<file path="src/rtl/serial_rxq_pkg.sv">
package serial_rxq_pkg;

    localparam int BYTE_W       = 8;
    localparam int MAX_DEPTH    = 16;
    localparam int LEGACY_DEPTH = 1;

    // Control register bit positions (software decodes these)
    localparam int CTL_EN    = 0;
    localparam int CTL_RXCLR = 1;
    localparam int CTL_DMA   = 3;
    localparam int CTL_TRG0  = 6;
    localparam int CTL_TRG1  = 7;

    localparam logic [BYTE_W-1:0] CTL_KEEP_MASK =
        BYTE_W'((1 << CTL_EN) | (1 << CTL_DMA) | (1 << CTL_TRG0) | (1 << CTL_TRG1));

    // Line status bit positions
    localparam int LSR_DR   = 0;
    localparam int LSR_OVR  = 1;
    localparam int LSR_THRE = 5;
    localparam int LSR_TEMT = 6;

    localparam logic [BYTE_W-1:0] EMPTY_READ = 8'hFF;

    typedef enum logic {
        MODE_LEGACY = 1'b0,
        MODE_FIFO   = 1'b1
    } rxq_mode_e;

    typedef struct packed {
        logic              push;
        logic              pop;
        logic              flush;
        logic [BYTE_W-1:0] data;
    } rxq_op_t;

    function automatic logic [BYTE_W-1:0] make_lsr(input logic ready, input logic ovr);
        logic [BYTE_W-1:0] v;
        v = '0;
        v[LSR_DR]   = ready;
        v[LSR_OVR]  = ovr;
        v[LSR_THRE] = 1'b1;
        v[LSR_TEMT] = 1'b1;
        return v;
    endfunction

    function automatic logic [BYTE_W-1:0] filter_ctl(input logic [BYTE_W-1:0] wv);
        return wv[CTL_EN] ? (wv & CTL_KEEP_MASK) : '0;
    endfunction

endpackage

</file>
<file path="src/rtl/serial_rxq_ctl.sv">
module serial_rxq_ctl
    import serial_rxq_pkg::*;
(
    input  logic              clk,
    input  logic              rst,
    input  logic              wr,
    input  logic [BYTE_W-1:0] wdata,
    output logic [BYTE_W-1:0] ctl_q,
    output rxq_mode_e         mode,
    output logic              flush
);

    logic [BYTE_W-1:0] ctl_r;
    logic              en_change;
    logic              rx_clear;

    always_comb begin
        en_change = wdata[CTL_EN] != ctl_r[CTL_EN];
        rx_clear  = wdata[CTL_EN] && wdata[CTL_RXCLR];
        flush     = wr && (en_change || rx_clear);
    end

    always_ff @(posedge clk) begin
        if (rst) begin
            ctl_r <= '0;
        end else if (wr) begin
            ctl_r <= filter_ctl(wdata);
        end
    end

    assign ctl_q = ctl_r;
    assign mode  = ctl_r[CTL_EN] ? MODE_FIFO : MODE_LEGACY;

endmodule

</file>
<file path="src/rtl/serial_rxq_buf.sv">
module serial_rxq_buf
    import serial_rxq_pkg::*;
#(
    parameter int DEPTH = MAX_DEPTH,
    parameter int DW    = BYTE_W,
    localparam int PTR_W = (DEPTH > 1) ? $clog2(DEPTH) : 1,
    localparam int LVL_W = $clog2(DEPTH + 1)
) (
    input  logic             clk,
    input  logic             rst,
    input  logic [LVL_W-1:0] cap,
    input  logic             push,
    input  logic             pop,
    input  logic             flush,
    input  logic [DW-1:0]    wdata,
    output logic [DW-1:0]    head,
    output logic [LVL_W-1:0] level,
    output logic             full
);

    logic [DW-1:0]    mem [DEPTH];
    logic [PTR_W-1:0] wptr;
    logic [PTR_W-1:0] rptr;
    logic [LVL_W-1:0] cnt;
    logic             do_push;
    logic             do_pop;

    function automatic logic [PTR_W-1:0] step(input logic [PTR_W-1:0] p,
                                              input logic [LVL_W-1:0] lim);
        logic [LVL_W:0] nxt;
        nxt = (LVL_W+1)'(p) + 1'b1;
        return (nxt >= (LVL_W+1)'(lim)) ? '0 : p + 1'b1;
    endfunction

    always_comb begin
        full    = cnt >= cap;
        do_push = push && !full && !flush;
        do_pop  = pop && (cnt != '0) && !flush;
    end

    always_ff @(posedge clk) begin
        if (do_push) begin
            mem[wptr] <= wdata;
        end
    end

    always_ff @(posedge clk) begin
        if (rst || flush) begin
            wptr <= '0;
            rptr <= '0;
            cnt  <= '0;
        end else begin
            if (do_push) begin
                wptr <= step(wptr, cap);
            end
            if (do_pop) begin
                rptr <= step(rptr, cap);
            end
            case ({do_push, do_pop})
                2'b10:   cnt <= cnt + 1'b1;
                2'b01:   cnt <= cnt - 1'b1;
                default: cnt <= cnt;
            endcase
        end
    end

    assign head  = mem[rptr];
    assign level = cnt;

endmodule

</file>
<file path="src/rtl/serial_rxq_stat.sv">
module serial_rxq_stat
    import serial_rxq_pkg::*;
(
    input  logic              clk,
    input  logic              rst,
    input  logic              ovr_set,
    input  logic              ovr_clr,
    input  logic              has_data,
    output logic [BYTE_W-1:0] lsr
);

    logic ovr_r;

    always_ff @(posedge clk) begin
        if (rst) begin
            ovr_r <= 1'b0;
        end else if (ovr_set) begin
            ovr_r <= 1'b1;
        end else if (ovr_clr) begin
            ovr_r <= 1'b0;
        end
    end

    assign lsr = make_lsr(has_data, ovr_r);

endmodule

</file>
<file path="src/rtl/serial_rxq.sv">
module serial_rxq
    import serial_rxq_pkg::*;
#(
    parameter int FIFO_DEPTH = MAX_DEPTH,
    localparam int LVL_W = $clog2(FIFO_DEPTH + 1)
) (
    input  logic              clk,
    input  logic              rst,
    input  logic              ctl_wr,
    input  logic [7:0]        ctl_wdata,
    output logic [7:0]        ctl_q,
    input  logic              loopback,
    input  logic              lb_wr,
    input  logic [7:0]        lb_wdata,
    input  logic              rx_valid,
    input  logic [7:0]        rx_data,
    output logic              rx_ready,
    input  logic              dat_rd,
    output logic [7:0]        dat_rdata,
    input  logic              lsr_rd,
    output logic [7:0]        lsr_rdata,
    output logic [LVL_W-1:0]  fill_level
);

    rxq_mode_e          mode;
    rxq_op_t            op;
    logic               flush;
    logic [LVL_W-1:0]   cap;
    logic [BYTE_W-1:0]  head;
    logic [LVL_W-1:0]   level;
    logic               full;

    serial_rxq_ctl u_ctl (
        .clk   (clk),
        .rst   (rst),
        .wr    (ctl_wr),
        .wdata (ctl_wdata),
        .ctl_q (ctl_q),
        .mode  (mode),
        .flush (flush)
    );

    assign cap = (mode == MODE_FIFO) ? LVL_W'(FIFO_DEPTH) : LVL_W'(LEGACY_DEPTH);

    always_comb begin
        op.flush = flush;
        op.pop   = dat_rd;
        if (loopback) begin
            op.push = lb_wr;
            op.data = lb_wdata;
        end else begin
            op.push = rx_valid;
            op.data = rx_data;
        end
    end

    serial_rxq_buf #(
        .DEPTH (FIFO_DEPTH),
        .DW    (BYTE_W)
    ) u_buf (
        .clk   (clk),
        .rst   (rst),
        .cap   (cap),
        .push  (op.push),
        .pop   (op.pop),
        .flush (op.flush),
        .wdata (op.data),
        .head  (head),
        .level (level),
        .full  (full)
    );

    serial_rxq_stat u_stat (
        .clk      (clk),
        .rst      (rst),
        .ovr_set  (loopback && lb_wr && full),
        .ovr_clr  (lsr_rd),
        .has_data (level != '0),
        .lsr      (lsr_rdata)
    );

    assign rx_ready   = loopback || !full;
    assign dat_rdata  = (level != '0) ? head : EMPTY_READ;
    assign fill_level = level;

endmodule

</file>
<file path="config.mk">
export PLATFORM = sky130hd
export DESIGN_NAME = serial_rxq
export DESIGN_NICKNAME = d
export VERILOG_FILES = /design/src/rtl/serial_rxq_pkg.sv /design/src/rtl/serial_rxq_ctl.sv /design/src/rtl/serial_rxq_buf.sv /design/src/rtl/serial_rxq_stat.sv /design/src/rtl/serial_rxq.sv
export SDC_FILE = /design/constraint.sdc
export NUM_CORES = 1
export LEC_CHECK = 0
export BUFFER_PORTS_ARGS = -buffer_cell sky130_fd_sc_hd__buf_4
export CAP_MARGIN = 40
export CORE_MARGIN = 4
export CORE_UTILIZATION = 55
export DETAILED_ROUTE_END_ITERATION = 10
export PLACE_DENSITY_LB_ADDON = 0.25
export SLEW_MARGIN = 10
export SYNTH_ARGS = -nofsm -noshare
export SYNTH_HDL_FRONTEND = slang
export SYNTH_HIERARCHICAL = 1
export SYNTH_SLANG_ARGS = --single-unit
</file>
<file path="constraint.sdc">
create_clock -name clk -period 4.3 [get_ports clk]
set_input_delay 0.86 -clock clk [delete_from_list [all_inputs] [get_ports clk]]
set_output_delay 0.86 -clock clk [all_outputs]
set_load 0.005 [all_outputs]
</file>
* Word-level counts from Yosys, hierarchy flattened
Memories as Yosys holds them, arrays and structs flattened. A register that Yosys moved wholly into a read port is not among the register bits.
Cells that the tools add are included.
** Storage, ports and cells
- Input bits :: 32
- Register bits after elaboration :: 22
- Output and inout bits :: 30
- Bits in writable memories :: 128
- Word-level logic and storage cells :: 49
- Memories :: 1
** Memory list
- u_buf.mem :: words 16, bits a word 8, rd ports 1, clocked after Yosys merged registers in 1, write ports 1, RTL line serial_rxq_buf.sv:21 : logic [DW-1:0] mem [DEPTH];
** Operators by class
- Add/sub/neg operators :: 6
- Multiplexer cells :: 15
- Magnitude comparators :: 3
- Reduce and logical (&&, ||, !) cells :: 16
- Eq/ne operators :: 3
** Operators by type and width (number)
- two-way mux 8 bit :: 3
- two-way mux 4 bit :: 4
- >= comparator 6 x 5 -> 1 bit :: 2
- adder 4 x 1 -> 5 bit, second input constant :: 2
- case mux 5 bit (2 select lines) :: 1
- adder 4 x 1 -> 4 bit, second input constant :: 2
- logical AND 1 bit :: 8
- two-way mux 1 bit :: 6
- adder 5 x 1 -> 5 bit, second input constant :: 1
- >= comparator 5 bit :: 1
- two-way mux 5 bit :: 1
- nonzero test 5 bit :: 1
- subtractor 5 x 1 -> 5 bit, second input constant :: 1
- nonzero test 2 bit :: 2
- logical OR 1 bit :: 3
- == test 2 x 1 -> 1 bit, second input constant :: 1
- == test 2 bit, second input constant :: 1
- zero test 1 bit :: 2
- != test 1 bit :: 1

* Depth between registers and ports, before layout
Gate-level depths: netlist of the first run.
- Word-level depth :: 8
- Mapped depth :: 17
- Gate-level depth less buffers :: 15

* Cells and area by module
The synthesis of the first run kept the hierarchy.
** By module, submodules not included
- serial_rxq_buf :: area an instance 6273.5 um^2, times used 1, seq. area each 4184.0 um^2, cells an instance 340
- serial_rxq :: area an instance 219.0 um^2, times used 1, seq. area each 0.0 um^2, cells an instance 26
- serial_rxq_ctl :: area an instance 210.2 um^2, times used 1, seq. area each 80.1 um^2, cells an instance 25
- serial_rxq_stat :: area an instance 106.4 um^2, times used 1, seq. area each 20.0 um^2, cells an instance 14

* Worst setup path after synthesis of the first run
No wires, ideal clock.
- Path type :: input -> register
- Start :: in loopback
- End :: reg u_buf.cnt[4] (netlist: u_buf/level[4])
- Slack :: 0.852 ns
- Data required time :: 4.172 ns
- Path buffers :: 3
- Stages on the path :: 15
- Arrival :: 3.321 ns
- Library setup time :: 0.128 ns
- Cells stage by stage :: buf_2 -> mux2_2 -> nand2_1 -> or2_2 -> nor2_2 -> clkbuf_1 -> inv_1 -> ha_1 -> buf_2 -> xor2_1 -> ha_1 -> a31o_2 -> a32oi_1 -> xor2_1 -> nor2_1
** RTL lines
- start, declared :: RTL line serial_rxq.sv:12 : input logic loopback,
- end signal, assigned :: RTL line serial_rxq_buf.sv:60 : 2'b10: cnt <= cnt + 1'b1;
- end signal, assigned :: RTL line serial_rxq_buf.sv:61 : 2'b01: cnt <= cnt - 1'b1;
- end signal, assigned :: RTL line serial_rxq_buf.sv:62 : default: cnt <= cnt;
- end, declared :: RTL line serial_rxq_buf.sv:24 : logic [LVL_W-1:0] cnt;

* Worst setup path in the final report of the first run
- Start :: reg u_ctl.ctl_r[0] (netlist: u_ctl/ctl_q[0])
- End :: reg u_buf.cnt[2] (netlist: u_buf/level[2])
** Between the ends
- Cells in the longest elaborated chain, start to end :: 8
- Elaborated cells between the ends (all ways) :: 16
- Classes of those cells :: order compare (1); eq/ne (3); mux (3); reduce/logical (9)
** RTL lines
- start, declared :: RTL line serial_rxq_ctl.sv:13 : logic [BYTE_W-1:0] ctl_r;
- start signal, assigned :: RTL line serial_rxq_ctl.sv:27 : ctl_r <= filter_ctl(wdata);
- two-way mux 1 bit :: RTL line serial_rxq_ctl.sv:32 : assign mode = ctl_r[CTL_EN] ? MODE_FIFO : MODE_LEGACY;
- two-way mux 5 bit :: RTL line serial_rxq.sv:43 : assign cap = (mode == MODE_FIFO) ? LVL_W'(FIFO_DEPTH) : LVL_W'(LEGACY_DEPTH);
- >= comparator 5 bit :: RTL line serial_rxq_buf.sv:36 : full = cnt >= cap;
- zero test 1 bit :: RTL line serial_rxq_buf.sv:37 : do_push = push && !full && !flush;
- logical AND 1 bit (2 in series) :: RTL line serial_rxq_buf.sv:37
- == test 2 x 1 -> 1 bit / == test 2 bit (equally long branches) :: RTL line serial_rxq_buf.sv:59 : case ({do_push, do_pop})
- case mux 5 bit (2 select lines) / nonzero test 2 bit (equally long branches)
Parallel ways exist; a longest one is shown, timed or not.
A chain may end at the register's enable or synchronous reset.

==> results by group, run 1 <==
Status
  • Outcome: completed

Logic synthesis
  • Ys flop type: edfxtp_1
  • Cell with the most instances after synthesis: edfxtp_1
  • Synth warn: 6
  • Async set-reset flop share out of synthesis: 0
  • Top-area cell type share of the netlist area: 0.5645
  • Sequential-to-total area share from yosys stat: 0.6292
  • Post-Syn Area per Cell: roughly 17 um^2
  • Synth area leaders: edfxtp_1, mux4_1, dfxtp_1
  • Distinct cell type count after synthesis: 56
  • Register bit count reported by yosys: 150
  • Post-synth top area cell: edfxtp_1
  • Top cells by count, synth: edfxtp_1, mux4_1, ha_1, dfxtp_1, and3_1
  • Cell Area, Synth: 6809 um^2
  • Cell count after synthesis: just over 400
  • Number of flops mapped to enable cells by yosys: approximately 130

Setup path
  • Critical Path Fanout Max: 17
  • Slowest CP cell: dfxtp_1
  • Worst EP required: approximately 4.7 ns
  • CP cell instances: inv_1, ha_1, nand4_1, o22ai_1, or2_2, nor2_2, inv_1, ha_1, xor2_1, ha_1, a21oi_1, xor2_1, or3_1, a21oi_1
  • Critical Path Source Type: flop
  • Data arrival time of the worst path: ~3.8 ns
  • CP peak stage delay: 0.41 ns
  • Crit-path most repeated cell: ha_1
  • Crit Path Category: flop to flop
  • Kind of end point of the critical path: flop

Layout
  • Final core utilization: 0.6451
  • P&R area growth vs syn: 14.28%
  • Nets: between 500 and 600
  • Layout cells sized above 1: 0.2361
  • Fin area: ~7800 um^2
  • Antenna diodes: 0

Global route
  • Total congestion overflow: 0
  • Vias in the first global route: between 3000 and 4000
  • First-pass GRT wire length: 20470 um
  • Largest net degree at the start of global routing: 33
  • Initial antenna violation count: 0
  • Total GRT Usage: 0.1951

Power and ir drop
  • Power per cell area: roughly 430 nW/um^2
  • Final Total Pwr: between 3 and 4 mW
  • Peak supply drop: 373.6 uV
  • Leak: ~2.8 nW

Clock tree
  • Max Buffers Root-to-Sink: 2
  • Root Buffer: clkbuf_16
  • Post-CTS Setup Inserts: 0
  • Clk Latency, worst-skew pair: ~0.42 ns
  • Clk slew on worst S/H paths: 0.06 ns
  • CTS sink cnt: 150
  • CTS tree: done
  • PostCTS Resize Cnt: 0
  • # hold bufs at CTS: 0
  • Num CTS Buffers: 17
  • H-tree depth: 4

Floorplan
  • Die Ht: 119.3 um
  • Core Area: between 10000 and 15000 um^2
  • I/O pin cnt: 62
  • Row count: 40
  • Initial core utilization: 0.5645
  • Die area: about 14000 um^2
  • Die X-Extent: about 120 um

Timing
  • Period utilization: 0.8095
  • Fin Setup TNS: 0 ns
  • Slew margin rel.: 0.6197
  • Final Skew: ~0.0086 ns
  • Hold Slack: roughly 0.47 ns
  • Final-report hold violation count: 0
  • RSZ-0062 raised after global routing: false
  • Slew @ Worst Pin: between 0.5 and 0.6 ns
  • Min Tclk post-route: between 3 and 4 ns
  • Slew Viols, Final: 0
  • Setup Viol. Count Final: 0
  • FMAX: 0.2873 GHz

Hold path
  • Worst Hold Class: flop to flop

Placement
  • Post-DP HPWL: roughly 8600 um
  • PortBufs: 48
  • GP Congestion: between 0.7 and 0.8
  • Placement Cell Area: ~7200 um^2

Route
  • Drt drc: 0
  • Vias per inst: between 5 and 6
  • Drt pass-1 iters: 4
  • DR vias: around 3700
  • Routed wire length: between 10000 and 15000 um
  • Wirelength per Cell: between 20 and 25 um
  • DRT antenna net count: 0
  • DRT iter0 DRCs: ~340

Flow run
  • Max-cap viol count: 0
-- flip-flops by register name (all words and copies together) (netlist names), named ones only --
signal	count
u_buf/mem	128
u_buf/level	5
u_buf/rptr	4
u_buf/wptr	4
u_ctl/ctl_q	4
u_stat/ovr_r	1
-- power breakdown --
group	switching, mW	internal (mW)	total, mW
clock	0.571	0.801	1.37
sequential	0.0177	1.61	1.63
combinational	0.175	0.157	0.331
-- layer usage --
| layer | part of all wire | up-vias | track usage |
|---|---|---|---|
| li1 | - | 1697 | - |
| met1 | 0.44 | 1847 | 0.2660 |
| met2 | 0.48 | 119 | 0.2985 |
| met3 | 0.064 | 19 | 0.06078 |
| met4 | 0.015 | 0 | 0.06951 |
| met5 | 0 | - | 0 |
-- layout by cell type, fill, tap and decap left out, drive strengths merged, types with 3 or more instances in the layout --
master,count
nand3b,3
mux2,9
o21ai,8
nand3,7
mux4,40
nor2b,5
clkbuf,19
buf,52
conb,13
and3,18
nor2,15
or2,3
a21oi,15
nand2b,5
dfxtp,22
clkinv,7
edfxtp,128
o21bai,8
inv,16
nand2,6
xor2,7
ha,24
-- path summary, 6_finish.rpt --
kind         slack, ns  cells past startpoint            from        endpoint
min reg2reg       0.47                      2  u_ctl/ctl_q[3]  u_ctl/ctl_q[3]
max reg2reg       0.82                     14  u_ctl/ctl_q[0]  u_buf/level[2]
max               0.82                     14  u_ctl/ctl_q[0]  u_buf/level[2]
min               0.47                      2  u_ctl/ctl_q[3]  u_ctl/ctl_q[3]
-- kinds of logic after synthesis --
family | after synthesis | synth area share
DFF | 150 | 0.6292
and+or+nand+nor | 75 | 0.06285
muxes | 51 | 0.1656
AOI/OAI and AO/OA | 47 | 0.04484
buffers and inverters | 45 | 0.03969
adders and majority gates | 24 | 0.04410
xor gates and xnor gates | 9 | 0.01158
other | 4 | 0.002204
-- final cells by class --
cell class | count | area, um^2
Inverter | 13 | 48.80
Tap cell | 168 | 210.2
Clock buffer | 19 | 432.9
Timing Repair Buffer | 52 | 390.4
Sequential cell | 150 | 4285
Clock inverter | 13 | 125.1
Fill cell | 863 | 4280
Multi-Input combinational cell | 219 | 2288
-- critical path, delay by kind of cell, from the launching register on --
family	cells	cell delay, ns
AND/OR/NAND/NOR	4	1.13
adder cells (fa/ha/maj)	3	0.93
AO/OA/AOI/OAI	3	0.42
flip-flops	1	0.41
XOR/XNOR	2	0.27
buffers and inverters	2	0.24
-- per-stage QoR --
stage / std cells / setup WS [ns]
after detailed placement: 602 / 0.6588
after CTS: 634 / 0.8177
after global placement: 602 / 0.7376
final: 634 / 0.8190
after floorplan: 414 / 0.8515
after global routing: 634 / 0.4820
No activity file was read; power rests on OpenSTA's default activity.
==> inputs of run 2 (changes only) <==
- CORE_UTILIZATION: 55 -> 54
- clock period: 4.3 -> 3.2 ns (I/O delays scaled with it)
==> run 2 against run 1 <==
Combinational power is 41% higher. Final area up 0.50%. First-iteration DRC count decreased by 17%. Core utilization fell by 0.21 points. Critical path type is now flop to output pin. Largest cell class unchanged. Highest routed layer unchanged.
==> results by group, run 2 (synthesis results as in run 1) <==
Status
  • Outcome: completed (unchanged)

Clock tree
  • Clk Latency, worst-skew pair: 0.42 ns (about the same)
  • Num CTS Buffers: 17 (unchanged)
  • CTS sink cnt: 150 (unchanged)
  • CTS tree: done (unchanged)
  • Clk slew on worst S/H paths: 0.06 ns (about the same)
  • Max Buffers Root-to-Sink: 2 (unchanged)
  • Root Buffer: clkbuf_16 (unchanged)
  • H-tree depth: 4 (unchanged)

Hold path
  • Worst Hold Class: input port to flop (was flop to flop)
  • Critical hold path startpoint: rst (was u_ctl/ctl_q[3])

Floorplan
  • Initial core utilization: 0.5599 (was 0.5645)
  • I/O pin cnt: 62 (unchanged)
  • Row count: 40 (unchanged)
  • Core Area: 12160 um^2 (was 12060 um^2)
  • Die Ht: 120.3 um (was 119.3 um)
  • Die X-Extent: 120.3 um (was 119.3 um)
  • Die area: 14470 um^2 (was 14220 um^2)

Timing
  • Slew Viols, Final: 0 (unchanged)
  • Final-report hold violation count: 0 (unchanged)
  • Period utilization: 0.9783
  • Final Skew: 0.006546 ns (was 0.008586 ns)
  • Slew margin rel.: 0.6043 (was 0.6197)
  • Setup Viol. Count Final: 0 (unchanged)
  • RSZ-0062 raised after global routing: false (unchanged)
  • FMAX: 0.3194 GHz
  • Slew @ Worst Pin: 0.5936 ns (was 0.5705 ns)
  • Min Tclk post-route: 3.130 ns
  • Fin Setup TNS: 0 ns (unchanged)

Setup path
  • CP peak stage delay: 0.67 ns (was 0.41 ns)
  • Critical Path Source Type: flop (unchanged)
  • Kind of end point of the critical path: output pin (was flop)
  • Worst EP required: 2.56 ns (was 4.65 ns)
  • CP cell instances: buf_12, mux4_1, mux4_2, o21bai_1, buf_4 (was inv_1, ha_1, nand4_1, o22ai_1, or2_2, nor2_2, inv_1, ha_1, xor2_1, ha_1, a21oi_1, xor2_1, or3_1, a21oi_1)
  • Slowest CP cell: mux4_1 (was dfxtp_1)
  • Critical Path Fanout Max: 32 (was 17)
  • Crit Path Category: flop to output pin (was flop to flop)
  • Worst R2R Start: u_ctl/ctl_q[0] (unchanged)
  • Data arrival time of the worst path: 2.49 ns (was 3.83 ns)

Placement
  • PortBufs: 48 (unchanged)
  • GP Congestion: 0.8448 (was 0.7678)
  • Post-DP HPWL: 8774 um (was 8602 um)

Global route
  • First-pass GRT wire length: 20080 um (was 20470 um)
  • Total GRT Usage: 0.1863 (was 0.1951)
  • Largest net degree at the start of global routing: 33 (unchanged)
  • Initial antenna violation count: 0 (unchanged)
  • Vias in the first global route: 3666 (was 3698)
  • Total congestion overflow: 0 (unchanged)

Route
  • DRT iter0 DRCs: 283 (was 342)
  • Wirelength per Cell: 20.26 um (was 20.09 um)
  • Vias per inst: 5.823 (was 5.808)
  • DRT antenna net count: 0 (unchanged)
  • Routed wire length: 12950 um (was 12740 um)
  • Drt drc: 0 (unchanged)
  • Drt pass-1 iters: 4 (unchanged)
  • DR vias: 3721 (was 3682)

Layout
  • FILL cells: 838 (was 863)
  • Most common cell after layout, fill and taps aside: edfxtp_1 (unchanged)
  • Layout cells sized above 1: 0.2527 (was 0.2361)
  • Antenna diodes: 0 (unchanged)
  • P&R area growth vs syn: 14.85% (was 14.28%)
  • Most frequent cells in the layout: edfxtp_1, buf_4, mux4_1, ha_1, dfxtp_1 (unchanged)
  • Max reg flops: 128 (unchanged)
  • Final core utilization: 0.6430 (was 0.6451)
  • Nets: 514 (was 509)
  • Largest Register: u_buf/mem (unchanged)

Power and ir drop
  • Power per cell area: 568.7 nW/um^2 (was 428.4 nW/um^2)
  • Peak supply drop: 320.0 uV (was 373.6 uV)
  • Leak: 2.864 nW (was 2.834 nW)

Flow run
  • Max-cap viol count: 0 (unchanged)
==> run 2: cell types whose count changed in the layout (fill, tap and decap cells not counted), sizes merged <==
cell and delta:
buf +5, bufinv -1, clkbuf -2, clkinvlp -1
inv +4
==> run 2: through the flow <==
| stage | total power [mW] | std cells | worst slack (ns) | cell area, um^2 | hold slack, ns |
|---|---|---|---|---|---|
| global placement | 2.675 | 607 | 0.1958 | 7273 | 0.4567 |
| finish | 4.447 | 639 | 0.06954 | 7820 | 0.4444 |
| CTS | 4.483 | 639 | 0.07444 | 7816 | 0.4308 |
| detailed placement | 2.694 | 607 | 0.1577 | 7273 | 0.4606 |
| global route | 4.613 | 639 | 0.02668 | 7820 | 0.4321 |
| floorplan | 2.537 | 414 | 0.03360 | 6844 | 0.4553 |
==> run 2: worst max-delay path, delay by kind of cell (launching register included) <==
kind | cells | cell delay (ns)
mux | 2 | 1.17
buf+inv | 2 | 0.36
flops | 1 | 0.34
compound gates | 1 | 0.17
==> run 2: cell type report <==
class                           count  area, um^2  share of cell area
Sequential cell                   150        4287              0.5482
Multi-Input combinational cell    219        2291              0.2930
Timing Repair Buffer               57       440.4             0.05632
Clock buffer                       17       425.4             0.05440
Tap cell                          168       210.2             0.02688
Clock inverter                     15       117.6             0.01504
Inverter                           13       48.80            0.006240
==> run 2: report_power, final <==
part | total [mW] | internal (mW) | leakage [nW] | switching, mW
clock | 1.80 | 1.01 | 0.268 | 0.788
sequential | 2.18 | 2.17 | 1.33 | 0.0170
combinational | 0.468 | 0.222 | 1.26 | 0.245
==> run 2: repair_timing <==
item | 4_1_cts | 5_1_grt
setup buffers | 0 | 0
setup endpoints to repair | 0 | 3
hold buffers | 0 | 0
resized for setup | 0 | 2
==> run 2: worst paths after layout <==
check,end,slack (ns),cells after the start
hold reg to reg,u_ctl/ctl_q[6],0.48,2
setup reg to reg,u_buf/level[2],0.27,14
setup / recovery,dat_rdata[4],0.07,5
hold / removal,u_stat/ovr_r,0.44,2
==> run 2: metal layers <==
metal  routed length (um)  part of all wire  vias up  GRT usage
met4                   96            0.0074        0    0.04178
li1                     -                 -     1708          -
met3                  766             0.059        9    0.05239
met2                 6288              0.49      132     0.2912
met1                 5795              0.45     1872     0.2648
met5                    0                 0        -          0
